$ cat config.mk
export PLATFORM = sky130hd
export DESIGN_NAME = fs_slave
export DESIGN_NICKNAME = d
export VERILOG_FILES = /design/src/rtl/fsense_pkg.sv /design/src/rtl/fs_edge.sv /design/src/rtl/fs_shift.sv /design/src/rtl/fs_trim.sv /design/src/rtl/fs_slave.sv
export SDC_FILE = /design/constraint.sdc
export NUM_CORES = 1
export LEC_CHECK = 0
export BUFFER_PORTS_ARGS = -buffer_cell sky130_fd_sc_hd__buf_2
export CAP_MARGIN = 5
export CORE_ASPECT_RATIO = 0.9
export CORE_MARGIN = 2
export CORE_UTILIZATION = 59
export DETAILED_ROUTE_END_ITERATION = 12
export PLACE_DENSITY = 0.84
export REMOVE_ABC_BUFFERS = 1
export SLEW_MARGIN = 25
export SYNTH_ARGS = -nofsm -noshare
export SYNTH_HDL_FRONTEND = slang
export SYNTH_SLANG_ARGS = --single-unit
$ cat constraint.sdc
create_clock -name clk -period 2.2 [get_ports clk]
set_input_delay 0.22 -clock clk [delete_from_list [all_inputs] [get_ports clk]]
set_output_delay 0.22 -clock clk [all_outputs]
set_load 0.02 [all_outputs]
$ cat src/rtl/fsense_pkg.sv
package fsense_pkg;
    localparam int FILT_W = 3;
    localparam int GAIN_W = 6;
    localparam int FUSE_W = FILT_W + GAIN_W;

    typedef enum logic [1:0] {
        ST_LOAD,
        ST_IDLE,
        ST_FRAME,
        ST_COMMIT
    } link_state_e;

    typedef struct packed {
        logic [FILT_W-1:0] filt;
        logic [GAIN_W-1:0] gain;
    } trim_t;
endpackage

$ cat src/rtl/fs_edge.sv
module fs_edge (
    input  logic clk,
    input  logic rst_n,
    input  logic cs_n,
    input  logic sck,
    input  logic sdi,
    output logic cs_fall,
    output logic cs_rise,
    output logic sck_rise,
    output logic sck_fall,
    output logic sdi_bit
);
    logic cs_s, cs_p, sck_s, sck_p;

    always_ff @(posedge clk or negedge rst_n) begin
        if (!rst_n) begin
            cs_s    <= 1'b1;
            cs_p    <= 1'b1;
            sck_s   <= 1'b0;
            sck_p   <= 1'b0;
            sdi_bit <= 1'b0;
        end else begin
            cs_s    <= cs_n;
            cs_p    <= cs_s;
            sck_s   <= sck;
            sck_p   <= sck_s;
            sdi_bit <= sdi;
        end
    end

    assign cs_fall  = cs_p & ~cs_s;
    assign cs_rise  = ~cs_p & cs_s;
    assign sck_rise = ~sck_p & sck_s;
    assign sck_fall = sck_p & ~sck_s;
endmodule

$ cat src/rtl/fs_shift.sv
module fs_shift #(
    parameter int FRAME_LEN = 16,
    parameter int DATA_W    = 12
) (
    input  logic                 clk,
    input  logic                 rst_n,
    input  logic                 conv_done,
    input  logic [DATA_W-1:0]    conv_data,
    input  logic                 frame_start,
    input  logic                 bit_in_en,
    input  logic                 bit_out_en,
    input  logic                 sdi_bit,
    output logic [FRAME_LEN-1:0] rx_word,
    output logic                 len_ok,
    output logic                 tx_bit
);
    localparam int CNT_W = $clog2(FRAME_LEN + 2);
    localparam int PAD_W = FRAME_LEN - DATA_W;
    localparam logic [CNT_W-1:0] CNT_FULL = CNT_W'(FRAME_LEN);
    localparam logic [CNT_W-1:0] CNT_OVER = CNT_W'(FRAME_LEN + 1);

    logic [DATA_W-1:0]    result_q;
    logic [FRAME_LEN-1:0] tx_q;
    logic [FRAME_LEN-1:0] tx_init;
    logic [CNT_W-1:0]     cnt_q;

    generate
        if (PAD_W > 0) begin : g_pad
            assign tx_init = {{PAD_W{1'b0}}, result_q};
        end else begin : g_nopad
            assign tx_init = result_q;
        end
    endgenerate

    always_ff @(posedge clk or negedge rst_n) begin
        if (!rst_n) begin
            result_q <= '0;
            tx_q     <= '0;
            rx_word  <= '0;
            cnt_q    <= '0;
        end else begin
            if (conv_done) result_q <= conv_data;
            if (frame_start) begin
                tx_q    <= tx_init;
                rx_word <= '0;
                cnt_q   <= '0;
            end else begin
                if (bit_in_en) begin
                    rx_word <= {rx_word[FRAME_LEN-2:0], sdi_bit};
                    if (cnt_q != CNT_OVER) cnt_q <= cnt_q + 1'b1;
                end
                if (bit_out_en) tx_q <= {tx_q[FRAME_LEN-2:0], 1'b0};
            end
        end
    end

    assign len_ok = (cnt_q == CNT_FULL);
    assign tx_bit = tx_q[FRAME_LEN-1];
endmodule

$ cat src/rtl/fs_trim.sv
module fs_trim
    import fsense_pkg::*;
(
    input  logic  clk,
    input  logic  rst_n,
    input  logic  blank_n,
    input  logic  load_en,
    input  logic  commit_en,
    input  logic  frame_start,
    input  logic  conv_done,
    input  trim_t wr_trim,
    input  logic  wr_burn,
    output trim_t act_trim,
    output trim_t fuse_trim,
    output logic  otp_fire
);
    trim_t pend_q, arm_q;
    logic  pend_v, arm_v, fire_now;

    assign fire_now = frame_start & arm_v;

    always_ff @(posedge clk or negedge blank_n) begin
        if (!blank_n)      fuse_trim <= '0;
        else if (fire_now) fuse_trim <= fuse_trim | arm_q;
    end

    always_ff @(posedge clk or negedge rst_n) begin
        if (!rst_n) begin
            act_trim <= '0;
            pend_q   <= '0;
            pend_v   <= 1'b0;
            arm_q    <= '0;
            arm_v    <= 1'b0;
            otp_fire <= 1'b0;
        end else begin
            otp_fire <= fire_now;
            if (load_en)                act_trim <= fuse_trim;
            else if (conv_done && pend_v) act_trim <= pend_q;
            if (conv_done) pend_v <= 1'b0;
            if (commit_en) begin
                pend_q <= wr_trim;
                pend_v <= 1'b1;
            end
            if (fire_now) arm_v <= 1'b0;
            if (commit_en && wr_burn) begin
                arm_q <= wr_trim;
                arm_v <= 1'b1;
            end
        end
    end
endmodule

$ cat src/rtl/fs_slave.sv
module fs_slave
    import fsense_pkg::*;
#(
    parameter int DATA_W    = 12,
    parameter int FRAME_LEN = 16
) (
    input  logic              clk,
    input  logic              rst_n,
    input  logic              blank_n,
    input  logic              cs_n,
    input  logic              sck,
    input  logic              sdi,
    output logic              sdo,
    output logic              sdo_oe,
    input  logic              conv_done,
    input  logic [DATA_W-1:0] conv_data,
    output logic [FILT_W-1:0] filt_code,
    output logic [GAIN_W-1:0] gain_trim,
    output logic              otp_fire
);
    localparam int FILT_LSB = FRAME_LEN - 2 - FILT_W;
    localparam int GAIN_LSB = FILT_LSB - GAIN_W;

    link_state_e state_q, state_d;
    logic cs_fall, cs_rise, sck_rise, sck_fall, sdi_bit;
    logic frame_start, commit_en, load_en, bit_in_en, bit_out_en;
    logic [FRAME_LEN-1:0] rx_word;
    logic len_ok, tx_bit, prefix_ok;
    trim_t wr_trim, act_trim, fuse_trim;

    fs_edge u_edge (
        .clk(clk), .rst_n(rst_n), .cs_n(cs_n), .sck(sck), .sdi(sdi),
        .cs_fall(cs_fall), .cs_rise(cs_rise), .sck_rise(sck_rise),
        .sck_fall(sck_fall), .sdi_bit(sdi_bit)
    );

    fs_shift #(.FRAME_LEN(FRAME_LEN), .DATA_W(DATA_W)) u_shift (
        .clk(clk), .rst_n(rst_n), .conv_done(conv_done), .conv_data(conv_data),
        .frame_start(frame_start), .bit_in_en(bit_in_en), .bit_out_en(bit_out_en),
        .sdi_bit(sdi_bit), .rx_word(rx_word), .len_ok(len_ok), .tx_bit(tx_bit)
    );

    assign prefix_ok    = (rx_word[FRAME_LEN-1 -: 2] == 2'b10);
    assign wr_trim.filt = rx_word[FILT_LSB +: FILT_W];
    assign wr_trim.gain = rx_word[GAIN_LSB +: GAIN_W];

    fs_trim u_trim (
        .clk(clk), .rst_n(rst_n), .blank_n(blank_n), .load_en(load_en),
        .commit_en(commit_en), .frame_start(frame_start), .conv_done(conv_done),
        .wr_trim(wr_trim), .wr_burn(rx_word[0]), .act_trim(act_trim),
        .fuse_trim(fuse_trim), .otp_fire(otp_fire)
    );

    always_ff @(posedge clk or negedge rst_n) begin
        if (!rst_n) state_q <= ST_LOAD;
        else        state_q <= state_d;
    end

    always_comb begin
        state_d = state_q;
        unique case (state_q)
            ST_LOAD:   state_d = ST_IDLE;
            ST_IDLE:   if (cs_fall) state_d = ST_FRAME;
            ST_FRAME:  if (cs_rise) state_d = ST_COMMIT;
            ST_COMMIT: state_d = ST_IDLE;
        endcase
    end

    always_comb begin
        load_en     = (state_q == ST_LOAD);
        frame_start = (state_q == ST_IDLE) && cs_fall;
        sdo_oe      = (state_q == ST_FRAME);
        bit_in_en   = sdo_oe && sck_rise;
        bit_out_en  = sdo_oe && sck_fall;
        commit_en   = (state_q == ST_COMMIT) && len_ok && prefix_ok;
    end

    assign sdo       = sdo_oe & tx_bit;
    assign filt_code = act_trim.filt;
    assign gain_trim = act_trim.gain;
endmodule

==> summary.md, run 1 <==
| Metric | Value |
|---|---|
| Synth Area in Adders | 2.26% |
| Drt first pass iters | 4 |
| Simple-gate share of the synthesized area | 7.88% |
| Initial antenna violation count | 0 |
| HP Start | conv_data[6] |
| I/O Buffers | 30 |
| Gr usage total | 20.7% |
| Synth area leaders | dfrtp_1 60%, mux2_2 9.0%, mux2i_1 6.2%, a22o_1 3.8%, o21ai_0 2.6% |
| Root buf cell | clkbuf_8 |
| CP required | 1.98 ns |
| Fmax | 546 MHz |
| Synth top area share | 60.0% |
| Layout cells sized above 1 | 28.2% |
| Final TNS setup | 0 ns |
| Layout net count | 351 |
| Design area | 4360 sq um |
| Slew headroom | 65.1% |
| Fillers | 473 |
| Final Total Pwr | 3850 uW |
| Worst slew pin tran | 0.523 ns |
| Hpwl dp | 4.38 mm |
| Synth warn | 0 |
| Via count | 2307 |
| Netlist cell types | 37 |
| Core ar. | 6480 sq um |
| Crit Reg-Reg Startpoint | state_q[0] |
| Biggest area consumer among synthesized cells | dfrtp_1 |
| Initial Util | 59.8% |
| RSZ-0062 raised after global routing | no |
| LEAKAGE | 0.00214 uW |
| M1 WL | 3.04 mm |
| Syn_area_per_cell | 13.6 sq um |
| Reg-to-reg critical path endpoint | u_shift.tx_q[2] |
| Final WL | 6.53 mm |
| Setup Buffers After CTS | 0 |
| Routed vias/inst | 5.49 |
| Main combinational cell family by area after synthesis | multiplexers |
| DRT antenna net count | 0 |
| First-pass GRT wire length | 11.1 mm |
| Final Max Tran Viols | 0 |
| Compound-Gate Fraction of Synth Area | 10.3% |
| Largest net degree at the start of global routing | 47 |
| WL met2 | 3.21 mm |
| Max Used Layer | met4 |
| Worst-skew pair later-pin latency | 0.36 ns |
| Crit Path Class | reg -> out |
| Post-route insts no fill | 420 |
| Routed length on met3 | 229 um |
| Combinational share of power | 16.4% |
| CTS tree | yes |
| GP Congestion | 0.738 |
| CP endpoint kind | primary output |
| Seq pwr share | 53.1% |
| Die height | 80.9 um |
| Tmin final | 1.83 ns |
| Placed Area | 4090 sq um |
| Count of max-cap constraint violations | 0 |
| Post-synthesis instance area | 3880 sq um |
| Placed insts | 399 |
| Wire per inst | 15.5 um |
| Switching share of power | 28.8% |
| Clk sinks | 95 |
| Overflow after GRT | 0 |
| Ports | 31 |
| Final period util | 83.3% |
| Die area | 7240 sq um |
| NetSw | 1110 uW |
| Reg2Reg Depth | 6 |
| H-tree Lvls | 3 |
| Vias in the first global route | 2309 |
| Post-synthesis sequential area ratio | 61.4% |
| Worst reg2reg setup slack | 0.41 ns |
| Max VDD drop | 0.508 mV |
| Rows | 28 |
| Critical Path AT | 1.61 ns |
| Multiplexer share of the synthesized area | 15.2% |
| Final setup vio count | 0 |
| Area delta synth->final | 12.4% |
| Clock share of power | 30.5% |
| Critical Path Source Type | register |
| Crit-path max FO | 8 |
| Slowest cell delay on critical path | 0.42 ns |
| # DRC | 0 |
| Antenna diodes | 0 |
| Post-synthesis register bit count | 95 |
| Hold EP | u_shift.result_q[6] |
| Worst-case clock buffer depth | 2 |
| Hold path depth | 2 |
| Status | complete, no violations |
| Worst-path clk slew | 0.10 ns |
| CTS Buf Count | 9 |
| Post-Synth XOR/XNOR Area | 0% |
| Worst hold path type | in -> reg |
| Synth Instances | 286 |
| Die X | 89.4 um |
| P_int | 2740 uW |
| Hold Vio Cnt, Final | 0 |
| Slowest-stage cell, CP | dfrtp_1 |
| DR iter-0 viols | 208 |
| CP Cell Sequence | inv_1 > ha_1 > and2_2 > buf_2 |
| Pwr/cell area | 883 nW/um^2 |
| Final Skew | 0.0122 ns |
[power by group through the flow]
stage                     registers, uW  logic (uW)  clock network, uW
after floorplan                    2040         430                  0
after global placement             2060         593                  0
after detailed placement           2070         634                  0
after CTS                          2040         641               1210
after global routing               2060         708               1290
final                              2040         630               1170
[kinds of logic (layout without fill, tap and decap cells)]
logic type | Yosys count | after routing
DFF | 95 | 95
and+or+nand+nor | 52 | 52
muxes | 55 | 55
adders and majority gates | 7 | 7
AOI/OAI and AO/OA | 60 | 60
buffers and inverters | 17 | 61
[layout by cell type (no fill, tap or decap), drive strengths merged, types with 5 or more instances in the layout]
cell         Yosys  layout
mux2            31      31
o21ai           25      25
dfrtp           93      93
a22o            17      17
buf              9      35
clkbuf           3       9
dlygate4sd3      0       5
ha               7       7
inv              5       7
nand2           26      26
a21o             9       9
nor2             8       8
mux2i           24      24
a21oi            5       5
[metrics by stage]
step	hold slack, ns	utilization [%]	setup WS (ns)
after global routing	0.0620	67.2	0.231
after floorplan	-0.0756	-	0.144
after CTS	0.0606	67.2	0.349
after global placement	0.0950	63.2	0.532
final	0.0802	67.2	0.367
after detailed placement	0.104	63.2	0.435
[synthesized netlist by cell type (all sizes together)]
| cell | number |
|---|---|
| and4bb | 1 |
| mux2i | 24 |
| o31ai | 1 |
| nand3b | 2 |
| nand4b | 1 |
| nand2b | 2 |
| and3b | 2 |
| and4b | 1 |
| a21o | 9 |
| o211ai | 1 |
| dfrtp | 93 |
| nor2 | 8 |
| dfstp | 2 |
| a22o | 17 |
| nand2 | 26 |
| ha | 7 |
| clkbuf | 3 |
| nand3 | 2 |
| o21ai | 25 |
| a32oi | 1 |
| and2 | 2 |
| a22oi | 1 |
| mux2 | 31 |
| nand4 | 1 |
| or3 | 4 |
| a21oi | 5 |
| buf | 9 |
| inv | 5 |
[cell type report]
cell class | instances | area (sq um) | area share, %
clock buffers | 9 | 124 | 2.84
clock inverters | 7 | 90.1 | 2.07
inverters | 5 | 18.8 | 0.431
multi-input cells | 174 | 1380 | 31.7
flip-flops and latches | 95 | 2380 | 54.6
well taps | 90 | 113 | 2.58
repair buffers | 40 | 253 | 5.80
[flip-flops by register name (all words and copies together), names as in the netlist]
register / count
u_shift.rx_word: 16
u_shift.tx_q: 16
u_shift.result_q: 12
u_trim.act_trim: 9
u_trim.arm_q: 9
u_trim.fuse_trim: 9
u_trim.pend_q: 9
u_shift.cnt_q: 5
state_q: 2
u_edge.cs_p: 1
u_edge.cs_s: 1
u_edge.sck_p: 1
u_edge.sck_s: 1
u_edge.sdi_bit: 1
u_trim.arm_v: 1
u_trim.otp_fire: 1
u_trim.pend_v: 1
[critical path: cells and delay by family (launching register included)]
family	cells	cell delay, ns
flops	1	0.42
fa+ha+maj	1	0.35
buf+inv	2	0.28
simple gates	1	0.20
[worst max path at each step]
stage	from	end	slack [ns]	cells past startpoint
after CTS	state_q[0]	sdo	0.35	4
after floorplan	state_q[0]	u_shift.tx_q[1]	0.14	5
after detailed placement	state_q[0]	u_shift.tx_q[6]	0.44	6
after global placement	state_q[0]	u_shift.tx_q[8]	0.53	6
final	state_q[0]	sdo	0.37	4
after global routing	state_q[0]	u_shift.tx_q[4]	0.23	6
[metal layers]
metal | GRT usage [%] | vias up
li1 | - | 1103
met1 | 28.2 | 1157
met2 | 32.1 | 42
met3 | 6.61 | 5
met4 | 6.42 | 0
met5 | 0 | -
[timing repair]
item	in CTS	in global routing
endpoints found under the hold margin	51	0
hold buffers	5	0
gates resized for setup	0	0
Note: power is estimated with default switching activity, not from simulation.
==> inputs of run 2 (changes only) <==
--- a/config.mk
+++ b/config.mk
@@ -5,6 +5,7 @@
 export SDC_FILE = /design/constraint.sdc
 export NUM_CORES = 1
 export LEC_CHECK = 0
+export ABC_AREA = 1
 export BUFFER_PORTS_ARGS = -buffer_cell sky130_fd_sc_hd__buf_2
 export CAP_MARGIN = 5
 export CORE_ASPECT_RATIO = 0.9
==> constraint.sdc (replaced) <==
create_clock -name clk -period 1.85 [get_ports clk]
set_input_delay 0.185 -clock clk [delete_from_list [all_inputs] [get_ports clk]]
set_output_delay 0.185 -clock clk [all_outputs]
set_load 0.02 [all_outputs]
==> summary.md, run 2 <==
| Metric | Value |
|---|---|
| Crit path buffers/inverters | 3 |
| FFs w/ async S/R, synth | 100% |
| Synth warn | 0 |
| Antenna diodes | 0 |
| Final TNS setup | 0 ns |
| DR iter-0 viols | 172 |
| Biggest area consumer among synthesized cells | dfrtp_1 |
| Slowest-stage cell, CP | dfrtp_1 |
| Final Skew | 0.0133 ns |
| Setup Buffers After CTS | 0 |
| Worst slew pin tran | 0.345 ns |
| Pwr/cell area | 1150 nW/um^2 |
| # DRC | 0 |
| Clk sinks | 95 |
| Initial antenna violation count | 0 |
| CTS Buf Count | 9 |
| CTS resizes | 0 |
| Largest net degree at the start of global routing | 43 |
| Routed vias/inst | 5.26 |
| Core ar. | 6590 sq um |
| Drt first pass iters | 4 |
| Final WL | 7.32 mm |
| Critical Path AT | 1.46 ns |
| Worst hold path type | in -> reg |
| List of most frequent post-synthesis cells | 114 x nand2_1, 93 x dfrtp_1, 42 x nand3_1 |
| Slew headroom | 76.8% |
| Regs by FF count | u_shift.rx_word (16), u_shift.tx_q (16), u_shift.result_q (12) |
| Layout net count | 461 |
| Placed Area | 4250 sq um |
| Top-count cell post-synth | nand2_1 |
| Worst reg2reg setup slack | 0.22 ns |
| Critical Path Source Type | register |
| Via count | 2790 |
| CP required | 1.66 ns |
| Worst-case clock buffer depth | 2 |
| Synth area leaders | dfrtp_1 58%, nand2_1 11%, nand3_1 5.2%, mux2_2 3.1%, o21ai_2 2.6% |
| Final setup vio count | 0 |
| Main synth FF type | dfrtp_1 |
| Overflow after GRT | 0 |
| H-tree Lvls | 3 |
| Die area | 7510 sq um |
| Wire per inst | 13.8 um |
| Crit-path max FO | 5 |
| CTS Hold Bufs | 5 |
| Status | complete, no violations |
| Layout cells sized above 1 | 24.1% |
| Commonest non-fill, non-tap cell in the layout | nand2_1 |
| LEAKAGE | 0.00220 uW |
| Synth Instances | 398 |
| Commonest cells after routing, fill and taps aside | 114 x nand2_1, 93 x dfrtp_1, 42 x nand3_1 |
| I/O Buffers | 30 |
| CTS tree | yes |
| Number of flops mapped to enable cells by yosys | 0 |
| RSZ-0062 raised after global routing | no |
| Design area | 4480 sq um |
| CP endpoint kind | primary output |
| CP Cell Sequence | inv_1 > ha_1 > nand2_1 > inv_1 > buf_2 |
| Slowest cell delay on critical path | 0.42 ns |
| Final period util | 88.9% |
| Rows | 28 |
| Worst-skew pair later-pin latency | 0.37 ns |
| Hold Vio Cnt, Final | 0 |
| Most frequent CP cell | inv_1 |
| Netlist cell types | 26 |
| Initial Util | 61.2% |
| Root buf cell | clkbuf_8 |
| DRT antenna net count | 0 |
| Syn_area_per_cell | 10.1 sq um |
| GP Congestion | 0.775 |
| Hold slack | 0.0205 ns |
| Area delta synth->final | 11.2% |
| Die X | 91.1 um |
| Synth top area share | 57.7% |
| Post-synthesis instance area | 4030 sq um |
| Post-synthesis register bit count | 95 |
| Gr usage total | 21.6% |
| Max VDD drop | 0.727 mV |
| Crit Path Class | reg -> out |
| First-pass GRT wire length | 12.5 mm |
| Ports | 31 |
| Final Max Tran Viols | 0 |
| Worst-path clk slew | 0.10 ns |
| Tmin final | 1.64 ns |
| Fmax | 608 MHz |
| Die height | 82.4 um |
| Count of max-cap constraint violations | 0 |
| Final core utilization | 68.1% |
| Cell family with most CP delay | flip-flops |
| Post-synthesis sequential area ratio | 59.0% |
| Vias in the first global route | 2723 |
| Hpwl dp | 5.02 mm |
==> run 2: changes by cell type after synthesis, sizes merged, moves of 10 or more <==
cell   before  now
a22o       17    0
inv         5   27
mux2       31   11
mux2i      24    0
nand2      26  122
nand3       2   44
nor2        8   18
==> run 2: final cells by class <==
type	count	area, sq um
Clock buffer	9	124
Inverter	28	106
Fill cell	533	2100
Multi-Input combinational cell	259	1430
Sequential cell	95	2380
Timing Repair Buffer	42	268
Tap cell	90	113
Clock inverter	7	63.8
==> run 2: worst reg2reg max path, cell delays in order (launching register included) <==
cell and delay, ns:
dfrtp_1 0.43, inv_1 0.11, ha_1 0.20, inv_1 0.12, nor2_8 0.32, nor2_4 0.14, nand2_1 0.08, o21ai_0 0.09
==> run 2: final timing paths <==
check / start / cells after the start / end
worst max-delay path: state_q[0] / 5 / sdo
worst min-delay path: conv_data[0] / 3 / u_shift.result_q[0]
worst max register to register: state_q[1] / 7 / u_shift.rx_word[6]
worst min register to register: u_edge.cs_s / 0 / u_edge.cs_p
max in group asynchronous: rst_n / 3 / u_shift.rx_word[3]
min in group asynchronous: blank_n / 2 / u_trim.fuse_trim[6]
==> run 2: where the power goes <==
part | total, uW | internal, uW | switching [uW] | leakage (uW)
clock | 1290 | 521 | 767 | 0.0000956
sequential | 2620 | 2410 | 212 | 0.00125
combinational | 1270 | 459 | 808 | 0.000859
total | 5180 | 3390 | 1790 | 0.00220
==> run 2: per-layer routing <==
layer	vias to the layer above	GRT usage, %	part of all wire (%)
met4	0	8.48	1.5
li1	1386	-	-
met1	1332	26.0	44
met3	11	5.35	4.1
met2	61	38.2	50
met5	-	0	0
==> run 2: kinds of logic after synthesis <==
| kind of cell | count (synthesis) | share of synthesized area [%] |
|---|---|---|
| buf+inv | 44 | 5.49 |
| simple gates | 189 | 21.5 |
| fa+ha+maj | 7 | 2.17 |
| flops | 95 | 59.0 |
| compound gates | 52 | 8.69 |
| mux | 11 | 3.07 |
==> run 2: through the flow <==
stage / setup slack [ns] / power (uW) / instances
floorplan: 0.271 / 3500 / 382
global placement: 0.350 / 3840 / 509
detailed placement: 0.255 / 3930 / 509
CTS: 0.190 / 5220 / 530
global route: 0.0815 / 5490 / 530
finish: 0.206 / 5180 / 530
